<file path="config.mk">
export PLATFORM = sky130hd
export DESIGN_NAME = blkxfer_engine
export DESIGN_NICKNAME = d
export VERILOG_FILES = /design/src/rtl/blkxfer_pkg.sv /design/src/rtl/blkxfer_addr_unit.sv /design/src/rtl/blkxfer_count_unit.sv /design/src/rtl/blkxfer_engine.sv
export SDC_FILE = /design/constraint.sdc
export NUM_CORES = 1
export LEC_CHECK = 0
export BUFFER_PORTS_ARGS = -buffer_cell sky130_fd_sc_hd__buf_2
export CORE_MARGIN = 5
export CORE_UTILIZATION = 55
export DETAILED_ROUTE_END_ITERATION = 16
export GPL_ROUTABILITY_DRIVEN = 0
export MAX_ROUTING_LAYER = met4
export PLACE_DENSITY = 0.88
export SKIP_CTS_REPAIR_TIMING = 1
export SYNTH_ARGS = -nofsm -noshare
export SYNTH_HDL_FRONTEND = slang
export SYNTH_HIERARCHICAL = 1
export SYNTH_SLANG_ARGS = --single-unit
export TNS_END_PERCENT = 5
</file>
<file path="constraint.sdc">
create_clock -name clk -period 4 [get_ports clk]
set_clock_uncertainty 0.2 [all_clocks]
set_input_delay 1.2 -clock clk [delete_from_list [all_inputs] [get_ports clk]]
set_output_delay 1.2 -clock clk [all_outputs]
set_load 0.03 [all_outputs]
</file>
<file path="src/rtl/blkxfer_pkg.sv">
package blkxfer_pkg;

    typedef enum logic [1:0] {
        ST_IDLE  = 2'b00,
        ST_READ  = 2'b01,
        ST_WRITE = 2'b10
    } xfer_state_e;

    typedef enum logic [1:0] {
        AM_FIXED = 2'b00,
        AM_INC   = 2'b01,
        AM_DEC   = 2'b10,
        AM_HOLD  = 2'b11
    } addr_mode_e;

endpackage

</file>
<file path="src/rtl/blkxfer_addr_unit.sv">
module blkxfer_addr_unit
    import blkxfer_pkg::*;
#(
    parameter int AW = 16
) (
    input  logic          clk,
    input  logic          rst_n,
    input  logic          load,
    input  logic [AW-1:0] load_addr,
    input  logic [1:0]    load_mode,
    input  logic          word,
    input  logic          step,
    input  logic          restore,
    output logic [AW-1:0] addr
);

    typedef struct packed {
        logic [AW-1:0] base;
        logic [AW-1:0] cur;
        logic [1:0]    mode;
    } au_regs_t;

    au_regs_t r_q, r_d;
    logic [AW-1:0] step_amt;

    assign step_amt = {{(AW-2){1'b0}}, word, ~word};

    always_comb begin
        r_d = r_q;
        if (load) begin
            r_d.base = load_addr;
            r_d.cur  = load_addr;
            r_d.mode = load_mode;
        end else if (restore) begin
            r_d.cur = r_q.base;
        end else if (step) begin
            case (addr_mode_e'(r_q.mode))
                AM_INC:  r_d.cur = r_q.cur + step_amt;
                AM_DEC:  r_d.cur = r_q.cur - step_amt;
                default: r_d.cur = r_q.cur;
            endcase
        end
    end

    always_ff @(posedge clk or negedge rst_n) begin
        if (!rst_n) r_q <= '0;
        else        r_q <= r_d;
    end

    assign addr = r_q.cur;

    // a fixed-mode pointer never moves unless reloaded
    a_r3_fixed_holds: assert property (@(posedge clk) disable iff (!rst_n)
        (!load && (r_q.mode[0] == r_q.mode[1])) |=> $stable(r_q.cur));

    // restore brings the pointer back to its loaded base
    a_r4_restore_base: assert property (@(posedge clk) disable iff (!rst_n)
        (restore && !load) |=> (r_q.cur == $past(r_q.base)));

endmodule

</file>
<file path="src/rtl/blkxfer_count_unit.sv">
module blkxfer_count_unit #(
    parameter int W = 8
) (
    input  logic         clk,
    input  logic         rst_n,
    input  logic         load,
    input  logic [W-1:0] load_val,
    input  logic         dec,
    input  logic         restore,
    output logic         last
);

    typedef struct packed {
        logic [W-1:0] reload;
        logic [W-1:0] cnt;
    } cu_regs_t;

    cu_regs_t r_q, r_d;

    always_comb begin
        r_d = r_q;
        if (load) begin
            r_d.reload = load_val;
            r_d.cnt    = load_val;
        end else if (restore) begin
            r_d.cnt = r_q.reload;
        end else if (dec) begin
            r_d.cnt = r_q.cnt - 1'b1;
        end
    end

    always_ff @(posedge clk or negedge rst_n) begin
        if (!rst_n) r_q <= '0;
        else        r_q <= r_d;
    end

    // A count of zero is the wrapped maximum, so only one means "last"
    assign last = (r_q.cnt == W'(1));

    // the reload value is never disturbed by counting
    a_r6_reload_kept: assert property (@(posedge clk) disable iff (!rst_n)
        !load |=> $stable(r_q.reload));

    // after a restore the counter holds the reload value
    a_r4_count_restored: assert property (@(posedge clk) disable iff (!rst_n)
        (restore && !load) |=> (r_q.cnt == r_q.reload));

endmodule

</file>
<file path="src/rtl/blkxfer_engine.sv">
module blkxfer_engine
    import blkxfer_pkg::*;
#(
    parameter int AW   = 16,
    parameter int DW   = 16,
    parameter int SZW  = 8,
    parameter int CNTW = 16
) (
    input  logic            clk,
    input  logic            rst_n,
    input  logic            cfg_load,
    input  logic [AW-1:0]   cfg_src_addr,
    input  logic [AW-1:0]   cfg_dst_addr,
    input  logic [1:0]      cfg_src_mode,
    input  logic [1:0]      cfg_dst_mode,
    input  logic            cfg_blk_dst,
    input  logic            cfg_word,
    input  logic [SZW-1:0]  cfg_blk_size,
    input  logic [CNTW-1:0] cfg_blk_count,
    input  logic            trig,
    input  logic            irq_clr,
    output logic            mem_req_valid,
    output logic            mem_req_write,
    output logic            mem_req_word,
    output logic [AW-1:0]   mem_req_addr,
    output logic [DW-1:0]   mem_req_wdata,
    input  logic            mem_req_ready,
    input  logic [DW-1:0]   mem_rdata,
    output logic            busy,
    output logic            irq
);

    localparam int NSIDE   = 2;
    localparam int SIDE_SRC = 0;
    localparam int SIDE_DST = 1;

    typedef struct packed {
        xfer_state_e   state;
        logic [DW-1:0] data;
        logic          word;
        logic          blk_dst;
        logic          armed;
        logic          irq;
    } eng_regs_t;

    eng_regs_t r_q, r_d;

    logic load_ok, fire, rd_hs, wr_hs;
    logic unit_last, blk_last, blk_done, all_done;

    logic [AW-1:0] side_load_addr [NSIDE];
    logic [1:0]    side_load_mode [NSIDE];
    logic          side_restore   [NSIDE];
    logic [AW-1:0] side_addr      [NSIDE];

    assign load_ok  = cfg_load && (r_q.state == ST_IDLE);
    assign fire     = trig && (r_q.state == ST_IDLE) && r_q.armed && !load_ok;
    assign rd_hs    = (r_q.state == ST_READ)  && mem_req_ready;
    assign wr_hs    = (r_q.state == ST_WRITE) && mem_req_ready;
    assign blk_done = wr_hs && unit_last;
    assign all_done = blk_done && blk_last;

    always_comb begin
        r_d = r_q;
        case (r_q.state)
            ST_IDLE: begin
                if (fire) r_d.state = ST_READ;
            end
            ST_READ: begin
                if (rd_hs) begin
                    r_d.data  = r_q.word ? mem_rdata
                                         : {{(DW-8){1'b0}}, mem_rdata[7:0]};
                    r_d.state = ST_WRITE;
                end
            end
            ST_WRITE: begin
                if (wr_hs) r_d.state = unit_last ? ST_IDLE : ST_READ;
            end
            default: r_d.state = ST_IDLE;
        endcase

        if (load_ok) begin
            r_d.word    = cfg_word;
            r_d.blk_dst = cfg_blk_dst;
            r_d.armed   = 1'b1;
        end else if (all_done) begin
            r_d.armed = 1'b0;
        end

        if (all_done)     r_d.irq = 1'b1;
        else if (irq_clr) r_d.irq = 1'b0;
    end

    always_ff @(posedge clk or negedge rst_n) begin
        if (!rst_n) r_q <= '0;
        else        r_q <= r_d;
    end

    assign side_load_addr[SIDE_SRC] = cfg_src_addr;
    assign side_load_addr[SIDE_DST] = cfg_dst_addr;
    assign side_load_mode[SIDE_SRC] = cfg_src_mode;
    assign side_load_mode[SIDE_DST] = cfg_dst_mode;
    assign side_restore[SIDE_SRC]   = blk_done && !r_q.blk_dst;
    assign side_restore[SIDE_DST]   = blk_done &&  r_q.blk_dst;

    for (genvar g = 0; g < NSIDE; g++) begin : g_side
        blkxfer_addr_unit #(.AW(AW)) u_addr (
            .clk       (clk),
            .rst_n     (rst_n),
            .load      (load_ok),
            .load_addr (side_load_addr[g]),
            .load_mode (side_load_mode[g]),
            .word      (r_q.word),
            .step      (wr_hs),
            .restore   (side_restore[g]),
            .addr      (side_addr[g])
        );
    end

    blkxfer_count_unit #(.W(SZW)) u_unit_cnt (
        .clk      (clk),
        .rst_n    (rst_n),
        .load     (load_ok),
        .load_val (cfg_blk_size),
        .dec      (wr_hs),
        .restore  (blk_done),
        .last     (unit_last)
    );

    blkxfer_count_unit #(.W(CNTW)) u_blk_cnt (
        .clk      (clk),
        .rst_n    (rst_n),
        .load     (load_ok),
        .load_val (cfg_blk_count),
        .dec      (blk_done),
        .restore  (1'b0),
        .last     (blk_last)
    );

    assign mem_req_valid = (r_q.state != ST_IDLE);
    assign mem_req_write = (r_q.state == ST_WRITE);
    assign mem_req_word  = r_q.word;
    assign mem_req_addr  = mem_req_write ? side_addr[SIDE_DST] : side_addr[SIDE_SRC];
    assign mem_req_wdata = r_q.data;
    assign busy          = (r_q.state != ST_IDLE);
    assign irq           = r_q.irq;

    // a pending request keeps its address and direction
    a_r2_req_held: assert property (@(posedge clk) disable iff (!rst_n)
        (mem_req_valid && !mem_req_ready) |=>
            (mem_req_valid && $stable(mem_req_addr) && $stable(mem_req_write)));

    // an accepted read is followed by a write
    a_r2_write_follows_read: assert property (@(posedge clk) disable iff (!rst_n)
        (mem_req_valid && !mem_req_write && mem_req_ready) |=>
            (mem_req_valid && mem_req_write));

    // the interrupt stays up until cleared
    a_r8_irq_sticky: assert property (@(posedge clk) disable iff (!rst_n)
        (irq && !irq_clr) |=> irq);

    // the interrupt rises only after an accepted write
    a_r8_irq_cause: assert property (@(posedge clk) disable iff (!rst_n)
        $rose(irq) |-> $past(mem_req_valid && mem_req_write && mem_req_ready));

    // once disarmed, the engine stays idle until reloaded
    a_r10_disarmed_idle: assert property (@(posedge clk) disable iff (!rst_n)
        (!r_q.armed && !busy) |=> !busy);

endmodule

</file>
### After elaboration in Yosys (flattened, before gate mapping)

Index checks and enable logic that the tools add are counted.

| word-level totals | value |
|---|---|
| register bits after elaboration | 122 |
| logic and storage cells | 83 |

| operators by class | value |
|---|---|
| $add $sub $neg | 6 |
| equal/unequal tests | 11 |
| multiplexer cells | 24 |
| bitwise operators | 1 |
| reductions and logical operators | 26 |

Operators by type and width:

| kind | number |
|---|---|
| 16-bit 2-to-1 mux | 10 |
| 16-bit one-hot mux with 2 select lines | 2 |
| 16-bit by 2-bit adder with 16-bit output | 2 |
| 16-bit by 2-bit subtractor with 16-bit output | 2 |
| 8-bit 2-to-1 mux | 3 |
| 18-bit 2-to-1 mux | 1 |
| 16-bit by 1-bit equality test with 1-bit output, second input constant | 1 |
| 16-bit by 1-bit subtractor with 16-bit output, second input constant | 1 |
| 1-bit logical AND | 10 |
| 3-bit nonzero test | 3 |
| 8-bit by 1-bit equality test with 1-bit output, second input constant | 1 |
| 2-bit nonzero test | 4 |
| 4-bit nonzero test | 2 |
| 8-bit by 1-bit subtractor with 8-bit output, second input constant | 1 |
| 2-bit by 1-bit equality test with 1-bit output, second input constant | 3 |
| 2-bit equality test, second input constant | 3 |
| 2-bit one-hot mux with 3 select lines | 1 |
| 2-bit AND reduction | 3 |
| 1-bit 2-to-1 mux | 5 |
| 2-bit 2-to-1 mux | 2 |
| 2-bit != test, second input constant | 2 |
| 3-bit AND reduction | 1 |
| 1-bit zero test | 2 |
| 2-bit zero test | 1 |
| 2 further kinds | 2 |

### Logic depth before layout (Yosys ltp)

Gate-level depths: netlist of the first run.

| depth | value |
|---|---|
| depth in word-level cells | 6 |
| gate-level depth with buffers | 14 |
| mapped depth without buffers | 12 |

### Cells and area by module

Netlist of the first run, hierarchy kept.

By module, submodules not included:

| module | instances | cells each | area each (µm²) | seq. area each (µm²) |
|---|---|---|---|---|
| blkxfer_addr_unit at g_side[0].u_addr | 1 | 324 | 2701.3 | 850.8 |
| blkxfer_addr_unit at g_side[1].u_addr | 1 | 326 | 2680.1 | 850.8 |
| blkxfer_count_unit at u_blk_cnt | 1 | 195 | 1845.5 | 800.8 |
| blkxfer_engine | 1 | 114 | 1325.0 | 550.5 |
| blkxfer_count_unit at u_unit_cnt | 1 | 90 | 858.3 | 400.4 |

### Worst setup path after synthesis of the first run

No wires, ideal clock.

| timing | value |
|---|---|
| path kind | register -> register |
| start point | register g_side[1].u_addr/r_q[1] (netlist bit) |
| end point | register g_side[1].u_addr.r_q, in the netlist g_side[1].u_addr/addr[10] |
| data arrival time | 2.877 ns |
| data required time | 3.668 ns |
| slack | 0.791 ns |
| stages on the path, launching flop included | 14 |
| period minus slack after synthesis | 3.209 ns |
| path through | dfrtp_1 > ha_1 > buf_6 > inv_2 > clkbuf_1 > nor2_1 > fa_1 > nand4bb_1 > nand4_1 > a21oi_1 > o22ai_1 > xnor2_1 > a2111oi_0 > or3b_1 |

| between the ends | value |
|---|---|
| cells in the longest elaborated chain, start to end | 5 |
| elaborated cells on any way between the ends | 8 |

Ends and longest elaborated chain:

| element | RTL line | RTL |
|---|---|---|
| start: declaration | blkxfer_addr_unit.sv:23 | `au_regs_t r_q, r_d;` |
| start signal: assignment | blkxfer_addr_unit.sv:47 | `else r_q <= r_d;` |
| 2-bit equality test / 2-bit by 1-bit equality test with 1-bit output (equally long branches) | blkxfer_addr_unit.sv:37 | `case (addr_mode_e'(r_q.mode))` |
| 16-bit one-hot mux with 2 select lines | blkxfer_addr_unit.sv:37 |  |
| 16-bit 2-to-1 mux | blkxfer_addr_unit.sv:36 | `end else if (step) begin` |
| 16-bit 2-to-1 mux | blkxfer_addr_unit.sv:34 | `end else if (restore) begin` |
| 16-bit 2-to-1 mux | blkxfer_addr_unit.sv:30 | `if (load) begin` |

Several ways; a longest one is shown, not always the timed one. The select of a mux whose other input is x is not followed.
A chain may end at the register's enable or synchronous reset.

==> results.py, run 1 <==
metrics = {
    "synthesis": {
        "synthFlopType": "dfrtp_1",
        "netlist.area_leader.share_pct": 36.70,
        "syn_inst": 1049,
        "yosysUniqueCellTypes": 93,
        "ys_seq_area_share_pct": 36.70,
        "synth.area.top_cells": "dfrtp_1, mux2_2, buf_4, o21ai_0, a21oi_1",
        "syn_avg_cell_area_um2": 8.971,
        "synth_edf_count": 0,
        "synthArstFlopShare_pct": 100.0,
        "ys_ff_latch": 138,
        "syn_area_um2": 9410,
        "yosysWarnings": 6,
        "synth_nets": 1147,
        "synth_top_area_cell": "dfrtp_1",
    },
    "cts": {
        "cts_sinks": 138,
        "cts_tree": "yes",
        "cts_root_buffer": "clkbuf_16",
        "clock_latency_ps": 430,
        "cts_buffers": 17,
        "clk_pin_slew_ps": 60,
        "cts_htree_levels": 4,
        "ctsLongestPathBuffers": 2,
    },
    "die": {
        "io_pins": 121,
        "initial_core_util_pct": 56.35,
        "die_h_um": 140.8,
        "die_area_um2": 19830,
        "fp.coreArea_um2": 16700,
        "rows": 47,
        "die_w_um": 140.8,
    },
    "timing": {
        "rsz0062_at_grt": "no",
        "tightest_slew_ps": 771.7,
        "maxSlewHeadroom_pct": 48.56,
        "fin_setup_tns_ps": 0,
        "max_freq_ghz": 0.2835,
        "drv_slew": 0,
        "layout_min_cycle_time_ps": 3527,
        "setup_viol": 0,
        "hold_viol_final": 0,
        "period_share_pct": 88.17,
    },
    "global_route": {
        "grtUsageMet2_pct": 39.92,
        "antenna_found_initial": 0,
        "globalRoute.busiestLayer": "met2",
        "grt_pass1_vias": 7828,
        "grtUsageMet1_pct": 30.80,
        "gr-usage-met3_pct": 4.572,
        "grt_use_total_pct": 24.58,
        "grt_max_degree": 82,
        "grt_remaining_overflow": 0,
        "grt_pass1_wl_um": 39070,
    },
    "detailed_routing": {
        "firstDrtPassIters": 11,
        "via_count": 8002,
        "detail-route-antenna-nets": 0,
        "post-route-drc-count": 0,
        "vias_per_cell": 6.071,
        "wire_per_inst_um": 17.81,
        "wirelength_um": 23470,
        "initialDrtViolationCount": 894,
    },
    "finish": {
        "fin_nets": 1183,
        "drive_above_1_share_pct": 23.32,
        "n_antenna_cell": 0,
        "fin_util_pct": 61.97,
        "fill_cells": 1364,
        "area_delta_synth_final_pct": 9.985,
    },
    "critical_path": {
        "worstSetupPathType": "reg2reg",
        "crit_chain": "or4_1, nor4b_1, nand4b_1, inv_1, and2_1, buf_4, nor2_1, nand2_1, nor2_1, nor4b_1",
        "slowest_stage": "or4_1",
        "crit_arrival_ps": 3650,
        "worstPathRequired_ps": 4120,
        "crit_fanout": 25,
        "reg2reg_from": "u_unit_cnt/r_q[5]",
        "cp_slowest_stage_delay_ps": 570,
        "setup.worst_path.start_class": "flop",
        "cp_top_family": "simple AND/OR/NAND/NOR gates",
        "endpoint_kind": "flop",
        "path_buf_inv": 2,
        "crit_path_start": "u_unit_cnt/r_q[5]",
    },
    "power": {
        "irDropWorstVdd_mv": 0.4706,
        "powerDensity_nw_per_um2": 905.3,
        "leakage_uw": 0.004571,
    },
    "placed_design": {
        "dp_hpwl_um": 16370,
        "port_buffers": 120,
    },
    "status": {
        "outcome": "completed",
    },
    "min_path": {
        "hold_path.class": "reg2reg",
        "hold_path.startpoint": "mem_req_wdata[5]",
    },
    "job": {
        "cap_violations": 0,
    },
}
[cells by family (layout without fill, tap and decap cells)]
kind of cell	Yosys count	count (layout)	synth area share, %
multiplexers	82	82	9.799
AND/OR/NAND/NOR	301	301	17.40
other	1	1	0.03985
AO/OA/AOI/OAI	279	279	19.31
adder cells (fa/ha/maj)	14	14	2.021
XOR/XNOR	43	43	4.162
buffers and inverters	191	240	10.57
flip-flops	138	138	36.70
[cell usage after synthesis, drive strengths merged, types with 8 or more instances]
| cell type | instances |
|---|---|
| dfrtp | 138 |
| o21ai | 88 |
| buf | 84 |
| nand2 | 83 |
| inv | 70 |
| a21oi | 64 |
| nor2 | 64 |
| mux2 | 60 |
| clkbuf | 36 |
| xnor2 | 36 |
| nor3 | 30 |
| mux2i | 22 |
| nand3 | 15 |
| a31oi | 14 |
| a22oi | 13 |
| ha | 12 |
| nand4 | 12 |
| nor2b | 12 |
| nor3b | 11 |
| a22o | 9 |
| a2bb2oi | 9 |
| nor4 | 9 |
| or3 | 9 |
| a211oi | 8 |
| o21a | 8 |
| o221ai | 8 |
| o22ai | 8 |
[per-layer routing]
| metal | wire length (µm) | vias up |
|---|---|---|
| met2 | 11620 | 331 |
| met4 | 596 | 0 |
| met5 | 0 | - |
| met1 | 9894 | 3849 |
| met3 | 1361 | 51 |
| li1 | - | 3771 |
[cell type report]
class	count	area [µm²]	share of cell area, %
multi-input combinational	720	4969	48.01
sequential	138	3453	33.37
timing repair buffer	137	747.0	7.217
clock buffer	22	474.2	4.582
tap	220	275.3	2.660
inverter	71	266.5	2.575
clock inverter	10	165.2	1.596
[metrics by stage]
stage,area (µm²),cells,total power [µW],setup WS (ps),hold slack [ps]
after CTS,10350,1318,9322,601.3,292.6
after floorplan,9410,1049,6800,791.0,264.9
after global placement,9711,1286,7352,713.0,272.0
after detailed placement,9711,1286,7552,690.6,280.3
final,10350,1318,9369,473.1,291.2
after global routing,10350,1318,10020,232.8,307.9
[placed cells by master, fill, tap and decap left out, types with 17 or more instances in the layout]
cell         n
mux2i_1     22
buf_2      119
nor2_1      64
inv_1       69
dfrtp_1    138
o21ai_0     82
nand2_1     83
nor3_1      30
a21oi_1     63
clkbuf_16   17
xnor2_1     36
mux2_2      52
[sequential cells by signal, summed over array words and instances (netlist names)]
name and flops:
irq 1, r_q 4, mem_req_word 1, u_unit_cnt/r_q 16
g_side.u_addr/r_q 36, mem_req_wdata 16, u_blk_cnt/r_q 32, g_side.u_addr/addr 32
[worst paths after layout]
kind | endpoint | slack, ps | depth (start not counted)
min in group asynchronous | u_unit_cnt/r_q[8] | 600 | 1
max | g_side[1].u_addr/addr[6] | 470 | 10
max in group asynchronous | u_blk_cnt/r_q[12] | 2240 | 2
min reg2reg | mem_req_wdata[5] | 290 | 1
min | mem_req_wdata[5] | 290 | 1
max reg2reg | g_side[1].u_addr/addr[6] | 470 | 10
[worst register-to-register path: stages, from the launching register on]
cell      delay, ps
dfrtp_1         430
or4_1           570
nor4b_1         470
nand4b_1        290
inv_1           130
and2_1          310
buf_4           340
nor2_1          110
nand2_1         240
nor2_1           90
nor4b_1         250
[report_power, final]
group | switching [µW] | leakage (µW) | internal (µW) | total (µW)
Combinational | 2750 | 0.00259 | 2020 | 4780
Sequential | 823 | 0.00168 | 2060 | 2880
Clock | 614 | 0.000303 | 1090 | 1710
Total | 4190 | 0.00457 | 5180 | 9370
(Power assumes the default switching activity.)
==> run 2, diff against run 1 <==
--- a/config.mk
+++ b/config.mk
@@ -6,7 +6,6 @@
 export NUM_CORES = 1
 export LEC_CHECK = 0
 export BUFFER_PORTS_ARGS = -buffer_cell sky130_fd_sc_hd__buf_2
-export CORE_MARGIN = 5
 export CORE_UTILIZATION = 55
 export DETAILED_ROUTE_END_ITERATION = 16
 export GPL_ROUTABILITY_DRIVEN = 0
==> results.py, run 2 (synthesis gave the netlist of run 1 again) <==
metrics = {
    "finish": {
        "multiInputGateArea_um2": 4969,
        "fin_nets": 1182,
        "area_delta_synth_final_pct": 9.068,
        "final_cells": 1317,
        "layout_commonest_cell": "dfrtp_1",
        "regMostFlops": "g_side.u_addr/r_q",
        "ff_latch_area_um2": 3453,
        "stdcell_area_um2": 10260,
        "layout_common_cells": "dfrtp_1, buf_2, nand2_1",
        "fill_cells": 1370,
        "largest_reg_flops": 36,
        "drive_above_1_share_pct": 23.36,
    },
    "critical_path": {
        "cp_slowest_stage_delay_ps": 500,
        "cp_top_family": "flip-flops",
        "endpoint_kind": "primary output",
        "worstSetupPathType": "reg2out",
        "crit_fanout": 19,
        "slowest_stage": "dfrtp_1",
        "crit_chain": "nand2b_1, buf_4, mux2_2, buf_2",
        "setup.worst_path.start_class": "flop",
        "crit_arrival_ps": 1980,
        "path_buf_inv": 2,
        "worstPathRequired_ps": 2600,
    },
    "detailed_routing": {
        "via_count": 8066,
        "initialDrtViolationCount": 933,
        "vias_per_cell": 6.125,
        "wire_per_inst_um": 17.42,
        "wirelength_um": 22950,
        "post-route-drc-count": 0,
        "firstDrtPassIters": 9,
        "detail-route-antenna-nets": 0,
    },
    "global_route": {
        "antenna_found_initial": 1,
        "grt_remaining_overflow": 0,
        "grt_use_total_pct": 28.00,
        "grt_max_degree": 64,
        "grt_pass1_vias": 7795,
        "grt_pass1_wl_um": 38320,
    },
    "die": {
        "io_pins": 121,
        "rows": 47,
        "die_area_um2": 17640,
        "fp.coreArea_um2": 16640,
        "initial_core_util_pct": 56.54,
        "die_w_um": 132.8,
        "die_h_um": 132.8,
    },
    "power": {
        "irDropWorstVdd_mv": 0.4758,
        "seq_power_share_pct": 31.6,
        "switching_share_pct": 46.07,
        "internal_power_uw": 4913,
        "power_switching_uw": 4197,
        "p_clk_share_pct": 16.1,
        "p_comb_share_pct": 52.3,
        "powerDensity_nw_per_um2": 887.6,
        "leakage_uw": 0.004525,
    },
    "cts": {
        "clock_latency_ps": 430,
        "cts_htree_levels": 4,
        "cts_buffers": 17,
        "cts_sinks": 138,
        "cts_tree": "yes",
        "ctsLongestPathBuffers": 2,
        "cts_root_buffer": "clkbuf_16",
        "clk_pin_slew_ps": 60,
    },
    "timing": {
        "fin_setup_tns_ps": 0,
        "maxSlewHeadroom_pct": 53.09,
        "rsz0062_at_grt": "no",
        "tightest_slew_ps": 693.9,
        "setup_viol": 0,
        "whs_ps": 295.0,
        "drv_slew": 0,
        "layout_min_cycle_time_ps": 3384,
        "period_share_pct": 84.60,
        "hold_viol_final": 0,
        "max_freq_ghz": 0.2955,
    },
    "placed_design": {
        "dp.cells": 1285,
        "dp_hpwl_um": 16120,
        "port_buffers": 120,
        "dpl_cell_area_um2": 9716,
    },
    "status": {
        "outcome": "completed",
    },
    "job": {
        "cap_violations": 0,
    },
    "min_path": {
        "hold_path.class": "reg2reg",
    },
}
run 2: changes by cell type in the layout (fill, tap and decap cells not counted), moves of 2 or more:
cell	before	now
inv_6	0	3
clkbuf_1	2	0
bufinv_16	4	0
buf_4	16	14
run 2: metal layers:
layer / wire [µm] / GRT usage (%) / up-vias
li1: - / - / 3762
met1: 9614 / 35.16 / 3854
met2: 11010 / 43.75 / 356
met3: 1470 / 4.866 / 94
met4: 854 / 13.60 / 0
met5: 0 / - / -
run 2: area by class of cell:
class                      instances  share of cell area [%]
clock buffer                      19                   4.413
antenna                            1                 0.02438
timing repair buffer             136                   7.327
clock inverter                    12                  0.9021
tap                              220                   2.682
inverter                          71                   2.597
multi-input combinational        720                   48.41
sequential                       138                   33.65
run 2: path summary, 6_finish.rpt:
kind,depth (start not counted),endpoint,slack (ps),startpoint
max reg2reg,11,g_side[1].u_addr/addr[10],660,g_side[1].u_addr/r_q[1]
max,4,mem_req_addr[2],620,r_q[20]
max in group asynchronous,2,g_side[0].u_addr/addr[5],2210,rst_n
min reg2reg,1,mem_req_wdata[5],300,mem_req_wdata[5]
min,1,mem_req_wdata[5],300,mem_req_wdata[5]
min in group asynchronous,1,u_unit_cnt/r_q[8],540,rst_n
run 2: stage by stage:
step,total power [µW],util [%],worst slack (ps)
2_1_floorplan,6800,-,791.0
3_3_place_gp,7362,58.38,837.9
3_5_place_dp,7530,58.38,720.5
4_1_cts,9054,61.66,615.0
5_1_grt,9738,61.67,420.1
6_report,9110,61.67,615.9
run 2: power groups by stage:
stage	sequential [µW]	combinational, µW	clock, µW
after detailed placement	2860	4670	0
after floorplan	2470	4330	0
after CTS	2850	4720	1480
after global placement	2830	4530	0
final	2880	4770	1460
after global routing	2960	5230	1540
==> run 3, diff against run 2 <==
--- a/config.mk
+++ b/config.mk
@@ -6,11 +6,11 @@
 export NUM_CORES = 1
 export LEC_CHECK = 0
 export BUFFER_PORTS_ARGS = -buffer_cell sky130_fd_sc_hd__buf_2
-export CORE_UTILIZATION = 55
+export CORE_UTILIZATION = 54
 export DETAILED_ROUTE_END_ITERATION = 16
 export GPL_ROUTABILITY_DRIVEN = 0
 export MAX_ROUTING_LAYER = met4
-export PLACE_DENSITY = 0.88
+export PLACE_DENSITY = 0.9
 export SKIP_CTS_REPAIR_TIMING = 1
 export SYNTH_ARGS = -nofsm -noshare
 export SYNTH_HDL_FRONTEND = slang
==> constraint.sdc (replaced) <==
create_clock -name clk -period 2.8 [get_ports clk]
set_clock_uncertainty 0.2 [all_clocks]
set_input_delay 0.84 -clock clk [delete_from_list [all_inputs] [get_ports clk]]
set_output_delay 0.84 -clock clk [all_outputs]
set_load 0.03 [all_outputs]
==> results.py, run 3 (synthesis gave the netlist of run 1 again) <==
metrics = {
    "global_route": {
        "grt_remaining_overflow": 0,
        "grt_pass1_wl_um": 39070,
        "grt_pass1_vias": 8122,
        "grt_max_degree": 55,
        "antenna_found_initial": 0,
        "grt_use_total_pct": 28.25,
    },
    "timing": {
        "setup_viol": 3,
        "worst_slack_ps": -11.67,
        "max_freq_ghz": 0.3557,
        "drv_slew": 0,
        "maxSlewHeadroom_pct": 52.88,
        "tightest_slew_ps": 705.3,
        "period_share_pct": 100.4,
        "hold_viol_final": 0,
        "rsz0062_at_grt": "yes",
        "layout_min_cycle_time_ps": 2812,
    },
    "cts": {
        "ctsLongestPathBuffers": 2,
        "clock_latency_ps": 430,
        "cts_htree_levels": 4,
        "cts_tree": "yes",
        "clk_pin_slew_ps": 60,
        "cts_buffers": 17,
        "cts_root_buffer": "clkbuf_16",
        "cts_sinks": 138,
    },
    "placed_design": {
        "pre_cts_ws_ps": -82.69,
        "dp.cells": 1328,
        "port_buffers": 120,
        "dp_hpwl_um": 16860,
    },
    "finish": {
        "layout_commonest_cell": "dfrtp_1",
        "drive_above_1_share_pct": 29.79,
        "multiInputGateArea_um2": 5141,
        "ff_latch_area_um2": 3457,
        "final_cells": 1368,
        "area_delta_synth_final_pct": 16.67,
        "fin_nets": 1233,
        "n_antenna_cell": 0,
        "fill_cells": 1278,
        "largest_reg_flops": 36,
        "layout_common_cells": "dfrtp_1, buf_2, nand2_1",
        "regMostFlops": "g_side.u_addr/r_q",
    },
    "critical_path": {
        "setup.worst_path.start_class": "flop",
        "crit_fanout": 18,
        "crit_arrival_ps": 1770,
        "reg2reg_slack_ps": 30,
        "worstPathRequired_ps": 1760,
        "endpoint_kind": "primary output",
        "worstSetupPathType": "reg2out",
    },
    "die": {
        "initial_core_util_pct": 55.95,
        "die_w_um": 134.0,
        "rows": 47,
        "die_area_um2": 17960,
        "io_pins": 121,
        "fp.coreArea_um2": 16820,
        "die_h_um": 134.0,
    },
    "detailed_routing": {
        "detail-route-antenna-nets": 0,
        "vias_per_cell": 6.156,
        "wire_per_inst_um": 18.06,
        "via_count": 8422,
        "post-route-drc-count": 0,
        "firstDrtPassIters": 6,
        "initialDrtViolationCount": 981,
        "wirelength_um": 24710,
    },
    "power": {
        "leakage_uw": 0.004863,
        "irDropWorstVdd_mv": 0.8273,
        "powerDensity_nw_per_um2": 1301,
    },
    "status": {
        "outcome": "finished, violations left",
        "violations": "negative setup slack",
    },
    "job": {
        "cap_violations": 0,
    },
    "min_path": {
        "hold_path.class": "in2async",
    },
}
[run 3: cell count changes in the layout (fill, tap and decap cells not counted), sizes merged]
cell and change:
bufinv +4, diode -1, buf +51, clkinv -2
inv -1
[run 3: cell type report]
class	count	area share, %
Tap cell	220	2.507
Timing Repair Buffer	187	10.94
Inverter	71	2.450
Multi-Input combinational cell	720	46.83
Clock buffer	19	4.034
Sequential cell	138	31.49
Clock inverter	13	1.755
[run 3: final timing paths]
path | end | from | cells after the start
setup / recovery | mem_req_addr[7] | r_q[21] | 4
hold / removal | g_side[0].u_addr/r_q[19] | rst_n | 1
setup reg to reg | g_side[1].u_addr/addr[4] | u_unit_cnt/r_q[5] | 10
hold reg to reg | mem_req_wdata[5] | mem_req_wdata[5] | 1
max in group asynchronous | u_unit_cnt/r_q[12] | rst_n | 2
min in group clk | mem_req_wdata[5] | mem_req_wdata[5] | 1
[run 3: stage by stage]
step	power, µW	setup TNS, ps	hold slack, ps	instance area [µm²]	util [%]
2_1_floorplan	9753	-389.8	264.9	9438	-
3_3_place_gp	10840	0	269.0	10120	60.15
3_5_place_dp	11160	-529.7	280.0	10120	60.15
4_1_cts	13730	-2741	150.9	10750	63.93
5_1_grt	15140	-902.7	177.4	10980	65.28
6_report	14280	-23.68	138.2	10980	65.28
[run 3: critical path, cell delays in order (launching register included)]
cell	delay, ps
dfrtp_2	480
nand2b_4	120
buf_12	170
mux2_2	380
buf_2	190
[run 3: power by group]
part | internal (µW) | switching (µW) | total [µW]
Combinational | 3420 | 4320 | 7730
Sequential | 2950 | 1170 | 4120
Clock | 1520 | 908 | 2430
[run 3: layer usage]
layer	vias to the layer above	routed length (µm)	GRT usage [%]
li1	3884	-	-
met1	4024	10030	34.18
met2	439	12110	46.14
met3	75	1844	5.291
met4	0	723	12.23
met5	-	0	-
